### config.mk
export PLATFORM = sky130hd
export DESIGN_NAME = usage_log_updater
export DESIGN_NICKNAME = d
export VERILOG_FILES = /design/src/rtl/ulog_pkg.sv /design/src/rtl/ulog_pending.sv /design/src/rtl/ulog_hours.sv /design/src/rtl/ulog_csum.sv /design/src/rtl/usage_log_updater.sv
export SDC_FILE = /design/constraint.sdc
export NUM_CORES = 1
export LEC_CHECK = 0
export ABC_AREA = 1
export BUFFER_PORTS_ARGS = -buffer_cell sky130_fd_sc_hd__buf_2
export CORE_ASPECT_RATIO = 1.25
export CORE_MARGIN = 2
export CORE_UTILIZATION = 45
export DETAILED_ROUTE_END_ITERATION = 6
export GPL_TIMING_DRIVEN = 0
export MAX_ROUTING_LAYER = met4
export RECOVER_POWER = 50
export SYNTH_ARGS = -nofsm -noshare
export SYNTH_HDL_FRONTEND = slang
export SYNTH_SLANG_ARGS = --single-unit
### constraint.sdc
create_clock -name clk -period 11.3 [get_ports clk]
set_input_delay 1.695 -clock clk [delete_from_list [all_inputs] [get_ports clk]]
set_output_delay 1.695 -clock clk [all_outputs]
set_load 0.05 [all_outputs]
### src/rtl/ulog_pkg.sv
package ulog_pkg;
  // record layout; the checksum, length and hours positions are decoded by the sealer
  localparam int IMG_BYTES  = 8;
  localparam int NUM_ERR    = 4;
  localparam int CNT_W      = 8;
  localparam int HRS_W      = 16;
  localparam int OFF_CSUM   = 0;
  localparam int OFF_LEN    = 1;
  localparam int OFF_ERR    = 2;
  localparam int OFF_HRS_LO = 6;
  localparam int OFF_HRS_HI = 7;

  typedef enum logic [1:0] {
    RES_NONE      = 2'd0,
    RES_WRITTEN   = 2'd1,
    RES_UNCHANGED = 2'd2,
    RES_REJECTED  = 2'd3
  } ulog_res_e;

  typedef enum logic [1:0] {
    ST_IDLE  = 2'd0,
    ST_CHECK = 2'd1,
    ST_SEAL  = 2'd2
  } ulog_st_e;
endpackage

### src/rtl/ulog_pending.sv
// Saturating pending tallies with a shadow set that collects requests during an update.
module ulog_pending #(
  parameter int NUM = 4,
  parameter int W   = 8,
  localparam int IW = $clog2(NUM)
) (
  input  logic                  clk,
  input  logic                  rst,
  input  logic                  inc_valid,
  input  logic [IW-1:0]         inc_idx,
  input  logic [W-1:0]          inc_amt,
  input  logic                  held,
  input  logic                  clear,
  output logic [NUM-1:0][W-1:0] pend
);
  localparam logic [W-1:0] MAXV = {W{1'b1}};

  for (genvar g = 0; g < NUM; g++) begin : g_tally
    logic [W-1:0] shadow_q;
    logic [W-1:0] add_v;
    logic [W+1:0] merged;
    logic [W:0]   sh_sum;

    assign add_v  = (inc_valid && inc_idx == IW'(g)) ? inc_amt : '0;
    assign merged = {2'b00, pend[g]} + {2'b00, shadow_q} + {2'b00, add_v};
    assign sh_sum = {1'b0, shadow_q} + {1'b0, add_v};

    always_ff @(posedge clk) begin
      if (rst) begin
        pend[g]  <= '0;
        shadow_q <= '0;
      end else if (!held) begin
        pend[g]  <= (merged > {2'b00, MAXV}) ? MAXV : merged[W-1:0];
        shadow_q <= '0;
      end else begin
        shadow_q <= sh_sum[W] ? MAXV : sh_sum[W-1:0];
        if (clear) pend[g] <= '0;
      end
    end
  end
endmodule

### src/rtl/ulog_hours.sv
// Seconds counter wrapping at one hour plus a saturating count of whole hours.
module ulog_hours #(
  parameter int SPH = 3600,
  parameter int HW  = 16,
  localparam int SW = $clog2(SPH)
) (
  input  logic          clk,
  input  logic          rst,
  input  logic          tick,
  input  logic          take,
  output logic [HW-1:0] hours
);
  logic [SW-1:0] sec_q;
  logic          carry;

  assign carry = tick && (sec_q == SW'(SPH - 1));

  always_ff @(posedge clk) begin
    if (rst) begin
      sec_q <= '0;
      hours <= '0;
    end else begin
      sec_q <= carry ? '0 : sec_q + SW'(tick);
      if (take)
        hours <= HW'(carry);
      else if (carry && hours != {HW{1'b1}})
        hours <= hours + 1'b1;
    end
  end
endmodule

### src/rtl/ulog_csum.sv
// Complement-of-sum over a clamped prefix, the checksum byte's own share removed.
module ulog_csum #(
  parameter int N       = 8,
  parameter int LEN_OFF = 1,
  parameter int CS_OFF  = 0
) (
  input  logic [N-1:0][7:0] img,
  output logic [7:0]        csum
);
  logic [8:0] eff;
  logic [7:0] acc;

  always_comb begin
    eff = (img[LEN_OFF] > 8'(N)) ? 9'(N) : {1'b0, img[LEN_OFF]};
    acc = 8'd0;
    for (int i = 0; i < N; i++) begin
      if (9'(i) < eff) acc = acc + img[i];
    end
    acc  = acc - img[CS_OFF];
    csum = ~acc;
  end
endmodule

### src/rtl/usage_log_updater.sv
module usage_log_updater
  import ulog_pkg::*;
#(
  parameter int SEC_PER_HOUR = 3600,
  localparam int AW = $clog2(IMG_BYTES),
  localparam int LW = $clog2(IMG_BYTES + 1),
  localparam int IW = $clog2(NUM_ERR)
) (
  input  logic          clk,
  input  logic          rst,
  input  logic          inc_valid,
  input  logic [IW-1:0] inc_idx,
  input  logic [7:0]    inc_amt,
  input  logic          sec_tick,
  input  logic          upd_req,
  input  logic          img_wr_en,
  input  logic [AW-1:0] img_addr,
  input  logic [7:0]    img_wr_data,
  output logic [7:0]    img_rd_data,
  output logic          upd_busy,
  output logic          upd_done,
  output logic [1:0]    upd_result,
  output logic [LW-1:0] upd_len
);
  logic [IMG_BYTES-1:0][7:0]   img_q;
  logic [IMG_BYTES-1:0][7:0]   img_fold;
  logic [NUM_ERR-1:0][CNT_W-1:0] pend_w;
  logic [HRS_W-1:0]            hours_w;
  logic [7:0]                  csum_now;
  logic [LW-1:0]               chg_len;
  logic [LW-1:0]               chg_len_q;
  ulog_st_e                    state_q;
  ulog_res_e                   res_q;
  logic                        need_work;
  logic                        csum_ok;
  logic                        fold_go;

  assign upd_busy   = (state_q != ST_IDLE);
  assign upd_result = res_q;
  assign need_work  = (|pend_w) || (|hours_w);
  assign csum_ok    = (csum_now == img_q[OFF_CSUM]);
  assign fold_go    = (state_q == ST_CHECK) && csum_ok;

  ulog_pending #(.NUM(NUM_ERR), .W(CNT_W)) u_pending (
    .clk(clk), .rst(rst), .inc_valid(inc_valid), .inc_idx(inc_idx),
    .inc_amt(inc_amt), .held(upd_busy), .clear(fold_go), .pend(pend_w)
  );

  ulog_hours #(.SPH(SEC_PER_HOUR), .HW(HRS_W)) u_hours (
    .clk(clk), .rst(rst), .tick(sec_tick), .take(fold_go), .hours(hours_w)
  );

  ulog_csum #(.N(IMG_BYTES), .LEN_OFF(OFF_LEN), .CS_OFF(OFF_CSUM)) u_csum (
    .img(img_q), .csum(csum_now)
  );

  // fold pending tallies and whole hours into a candidate image, tracking the last changed byte
  logic [8:0]       esum;
  logic [7:0]       enew;
  logic [HRS_W-1:0] hstored;
  logic [HRS_W:0]   hsum;
  logic [HRS_W-1:0] hnew;

  always_comb begin
    img_fold = img_q;
    chg_len  = '0;
    esum     = '0;
    enew     = '0;
    for (int e = 0; e < NUM_ERR; e++) begin
      esum = {1'b0, img_q[OFF_ERR+e]} + {1'b0, pend_w[e]};
      enew = esum[8] ? 8'hFF : esum[7:0];
      if (pend_w[e] != '0 && enew != img_q[OFF_ERR+e]) begin
        img_fold[OFF_ERR+e] = enew;
        chg_len             = LW'(OFF_ERR + e + 1);
      end
    end
    hstored = {img_q[OFF_HRS_HI], img_q[OFF_HRS_LO]};
    hsum    = {1'b0, hstored} + {1'b0, hours_w};
    hnew    = hsum[HRS_W] ? {HRS_W{1'b1}} : hsum[HRS_W-1:0];
    if (hours_w != '0) begin
      if (hnew[7:0] != img_q[OFF_HRS_LO]) begin
        img_fold[OFF_HRS_LO] = hnew[7:0];
        chg_len              = LW'(OFF_HRS_LO + 1);
      end
      if (hnew[15:8] != img_q[OFF_HRS_HI]) begin
        img_fold[OFF_HRS_HI] = hnew[15:8];
        chg_len              = LW'(OFF_HRS_HI + 1);
      end
    end
  end

  always_ff @(posedge clk) begin
    if (rst) begin
      state_q   <= ST_IDLE;
      res_q     <= RES_NONE;
      upd_done  <= 1'b0;
      upd_len   <= '0;
      chg_len_q <= '0;
      img_q     <= '0;
    end else begin
      upd_done <= 1'b0;
      case (state_q)
        ST_IDLE: begin
          if (upd_req) begin
            if (need_work) begin
              state_q <= ST_CHECK;
            end else begin
              upd_done <= 1'b1;
              res_q    <= RES_NONE;
              upd_len  <= '0;
            end
          end
          if (img_wr_en) img_q[img_addr] <= img_wr_data;
        end
        ST_CHECK: begin
          if (!csum_ok) begin
            upd_done <= 1'b1;
            res_q    <= RES_REJECTED;
            upd_len  <= '0;
            state_q  <= ST_IDLE;
          end else begin
            img_q     <= img_fold;
            chg_len_q <= chg_len;
            state_q   <= ST_SEAL;
          end
        end
        ST_SEAL: begin
          if (chg_len_q != '0) begin
            img_q[OFF_CSUM] <= csum_now;
            res_q           <= RES_WRITTEN;
            upd_len         <= chg_len_q;
          end else begin
            res_q   <= RES_UNCHANGED;
            upd_len <= '0;
          end
          upd_done <= 1'b1;
          state_q  <= ST_IDLE;
        end
        default: state_q <= ST_IDLE;
      endcase
    end
  end

  always_ff @(posedge clk) begin
    if (rst) img_rd_data <= '0;
    else     img_rd_data <= img_q[img_addr];
  end
endmodule

==> results_dict.tcl <==
set metrics [dict create \
    drt_wl_total_um 55700 \
    fin_skew_ps 15.1 \
    overflow 0 \
    netlist.area_leader.share 0.198 \
    drt-pass1-iter-count 7 \
    grt_util_all_layers 0.281 \
    use_met1 0.330 \
    area_delta_synth_final_pct 7.91 \
    h-tree-depth 4 \
    synth.distinct_cells 58 \
    r2r-start "img_fold[9]" \
    leakagePower_uw 0.00995 \
    antenna_found_initial 1 \
    crit_top_cell "nand2_1" \
    synth-seq-area-share 0.198 \
    synth_warnings 0 \
    cts.path.max_buffers 2 \
    clock-sinks 177 \
    hpwl_um 45600 \
    cts_made_buffers 17 \
    hold_class "register to register" \
    critPathTopFamily "simple AND/OR/NAND/NOR gates" \
    vias 18000 \
    startpoint "img_fold[9]" \
    cp-end-kind "register" \
    worst_slew_pin_slew_ps 1460 \
    die_w_um 183 \
    rsz0062_at_grt "false" \
    max_cap_viol_count 1 \
    setup_tns_ps 0 \
    die_area_sq_mm 0.0415 \
    grt_pass1_vias 17200 \
    cp.depth 52 \
    drc 2 \
    ioPinCount 43 \
    max_slew_margin 0.0171 \
    path_clk_slew_ps 80 \
    hold_buffers 0 \
    wl_per_cell_um 16.8 \
    synth-edff-count 0 \
    yosys.area.top_type "dfxtp_1" \
    met2_usage 0.484 \
    stdcell_area_sq_mm 0.0194 \
    report.final.slew_viol_count 0 \
    grt_max_degree 18 \
    status "complete, but fails checks" \
    reg2reg_to "u_hours.hours[14]" \
    clockRootBuffer "clkbuf_16" \
    final_net_count 3075 \
    placed_area_sq_mm 0.0188 \
    netlist_instances 2750 \
    slowest_delay_ps 500 \
    fin_crit_ps 10370 \
    ant_nets 0 \
    irDropWorstVdd_v 0.000128 \
    setup.worst_path.end "u_hours.hours[14]" \
    cpMaxStageDelayCell "fa_1" \
    die_h_um 227 \
    synth_ff_type "dfxtp_1" \
    final_hold_viol_count 0 \
    cp_data_required_time_ps 11660 \
    path_class "register to register" \
    grt_pass1_wl_um 89300 \
    ys_async_sr_fraction 0 \
    grt_busiest_layer "met2" \
    ff2ff_path_depth 52 \
    violations "DRC, capacitance limit" \
    powerDensity_mw_per_mm2 165 \
    rows 81 \
    synth.ff_latch_count 177 \
    yosys-top-cells-area "dfxtp_1 20%, nand2_1 16%, ha_1 15%, inv_1 8.0%, a21oi_1 5.4%" \
    hp-start "u_hours.sec_q[10]" \
    post-route-period-util 0.918 \
    postSynthAreaPerCell_sq_um 6.52 \
    final_cell_count_no_fill 3321 \
    cts_setup_buffers 0 \
    cp_max_fo 10 \
    final_util 0.494 \
    rrSetupSlack_ps 930 \
    cts_tree "yes" \
    start_util 0.457 \
    drt-vias-per-instance 5.41 \
    gp_congestion 0.949 \
    path_buf_inv 2 \
    placed_cells 3288 \
    setup_viol 0 \
    cp-start-kind "register" \
    met3_usage 0.0365 \
    cp.arrival_ps 10730 \
    cts_resized 0 \
    fmax_mhz 96.4 \
    syn_nets 3016 \
    port_buffers 40 \
    synth_area_sq_mm 0.0179 \
    core_sq_mm 0.0392 \
    drt_iter0_markers 1199 \
    clock_latency_ps 460 \
    drive_above_1_share 0.0478 \
]
-- sequential cells by signal (all words and copies together) (netlist names) --
signal,cells
hstored,16
u_pending.g_tally.shadow_q,32
u_pending.pend,32
upd_len,4
upd_done,1
state_q,2
img_fold,16
upd_result,2
u_hours.sec_q,12
img_rd_data,8
u_hours.hours,16
chg_len_q,4
img_q,32
-- metrics by stage --
stage                     setup slack [ps]  hold WS, ps  power, uW
final                                  928          472       3190
after global routing                   153          495       3450
after CTS                             1080          474       3190
after detailed placement              1110          462       2530
after global placement                1290          452       2500
after floorplan                       2950          438       2070
-- routing by layer --
layer | vias to the layer above | wire, um
li1 | 9170 | -
met1 | 8199 | 24200
met2 | 487 | 26500
met3 | 111 | 2680
met4 | 0 | 2350
met5 | - | 0
-- synth_stat cells, types with 5 or more instances --
cell type / count
nand2_1: 745
inv_1: 382
nor2_1: 217
ha_1: 214
a21oi_1: 195
dfxtp_1: 177
nand3_1: 148
o21ai_0: 147
xor2_1: 86
xnor2_1: 55
nand4_1: 35
nor3_1: 31
fa_1: 25
a31oi_1: 23
clkbuf_1: 23
o22ai_1: 22
or2_2: 21
o21bai_1: 20
nor4_1: 18
o21ai_1: 17
a221oi_1: 14
a21o_1: 12
inv_2: 10
a22oi_1: 9
and2_1: 7
a211oi_1: 6
buf_1: 6
buf_6: 6
nand2_2: 6
a32oi_1: 5
a41oi_1: 5
clkinv_1: 5
nand2_4: 5
nand3_2: 5
nand3_4: 5
nand3b_1: 5
-- worst min-delay path by stage --
stage,endpoint,cells past startpoint
5_1_grt,u_hours.sec_q[10],2
6_report,u_hours.sec_q[10],2
2_1_floorplan,u_hours.sec_q[10],2
4_1_cts,u_hours.sec_q[10],2
3_3_place_gp,u_hours.sec_q[10],2
3_5_place_dp,u_hours.sec_q[10],2
-- worst min-delay path: cells and delay by family (launching register included) --
| kind | cells | cell delay, ps |
|---|---|---|
| AO/OA/AOI/OAI | 1 | 50 |
| buffers and inverters | 1 | 60 |
| flip-flops | 1 | 320 |
-- logic make-up (layout without fill, tap and decap cells) --
kind of cell               count (synthesis)  after routing  share of synthesized area
other                                      0              1                          0
DFF                                      177            177                      0.198
AOI/OAI and AO/OA                        491            491                      0.155
and+or+nand+nor                         1263           1263                      0.306
adders and majority gates                239            239                      0.177
buffers and inverters                    439            511                     0.0958
xor gates and xnor gates                 141            141                     0.0688
-- power breakdown --
part	internal, uW	switching, uW	total, uW	leakage [uW]
logic	574	1120	1700	0.00821
registers	701	134	835	0.00143
clock network	356	300	656	0.000301
total	1630	1560	3190	0.00995
-- cell type report --
cell class	count	area, sq um
plain buffers	41	223
diodes	1	2.50
repair buffers	40	178
multi-input cells	2134	12700
flip-flops and latches	177	3540
clock buffers	17	425
fillers	4054	19900
well taps	498	623
inverters	398	1500
clock inverters	15	196
-- layout by cell type (no fill, tap or decap), drive strengths merged, types with 6 or more instances in the layout --
master    n
o22ai    22
o21bai   20
nand2   757
clkbuf   59
buf      39
nor3     33
a211oi    6
clkinv    7
xor2     86
a31oi    23
nand4    37
inv     401
dfxtp   177
and2      7
o21ai   168
a221oi   14
nand3   158
a22oi     9
xnor2    55
fa       25
a21oi   198
nor4     18
or2      21
a21o     12
nor2    223
ha      214
Power figures use the tool's default switching activity.
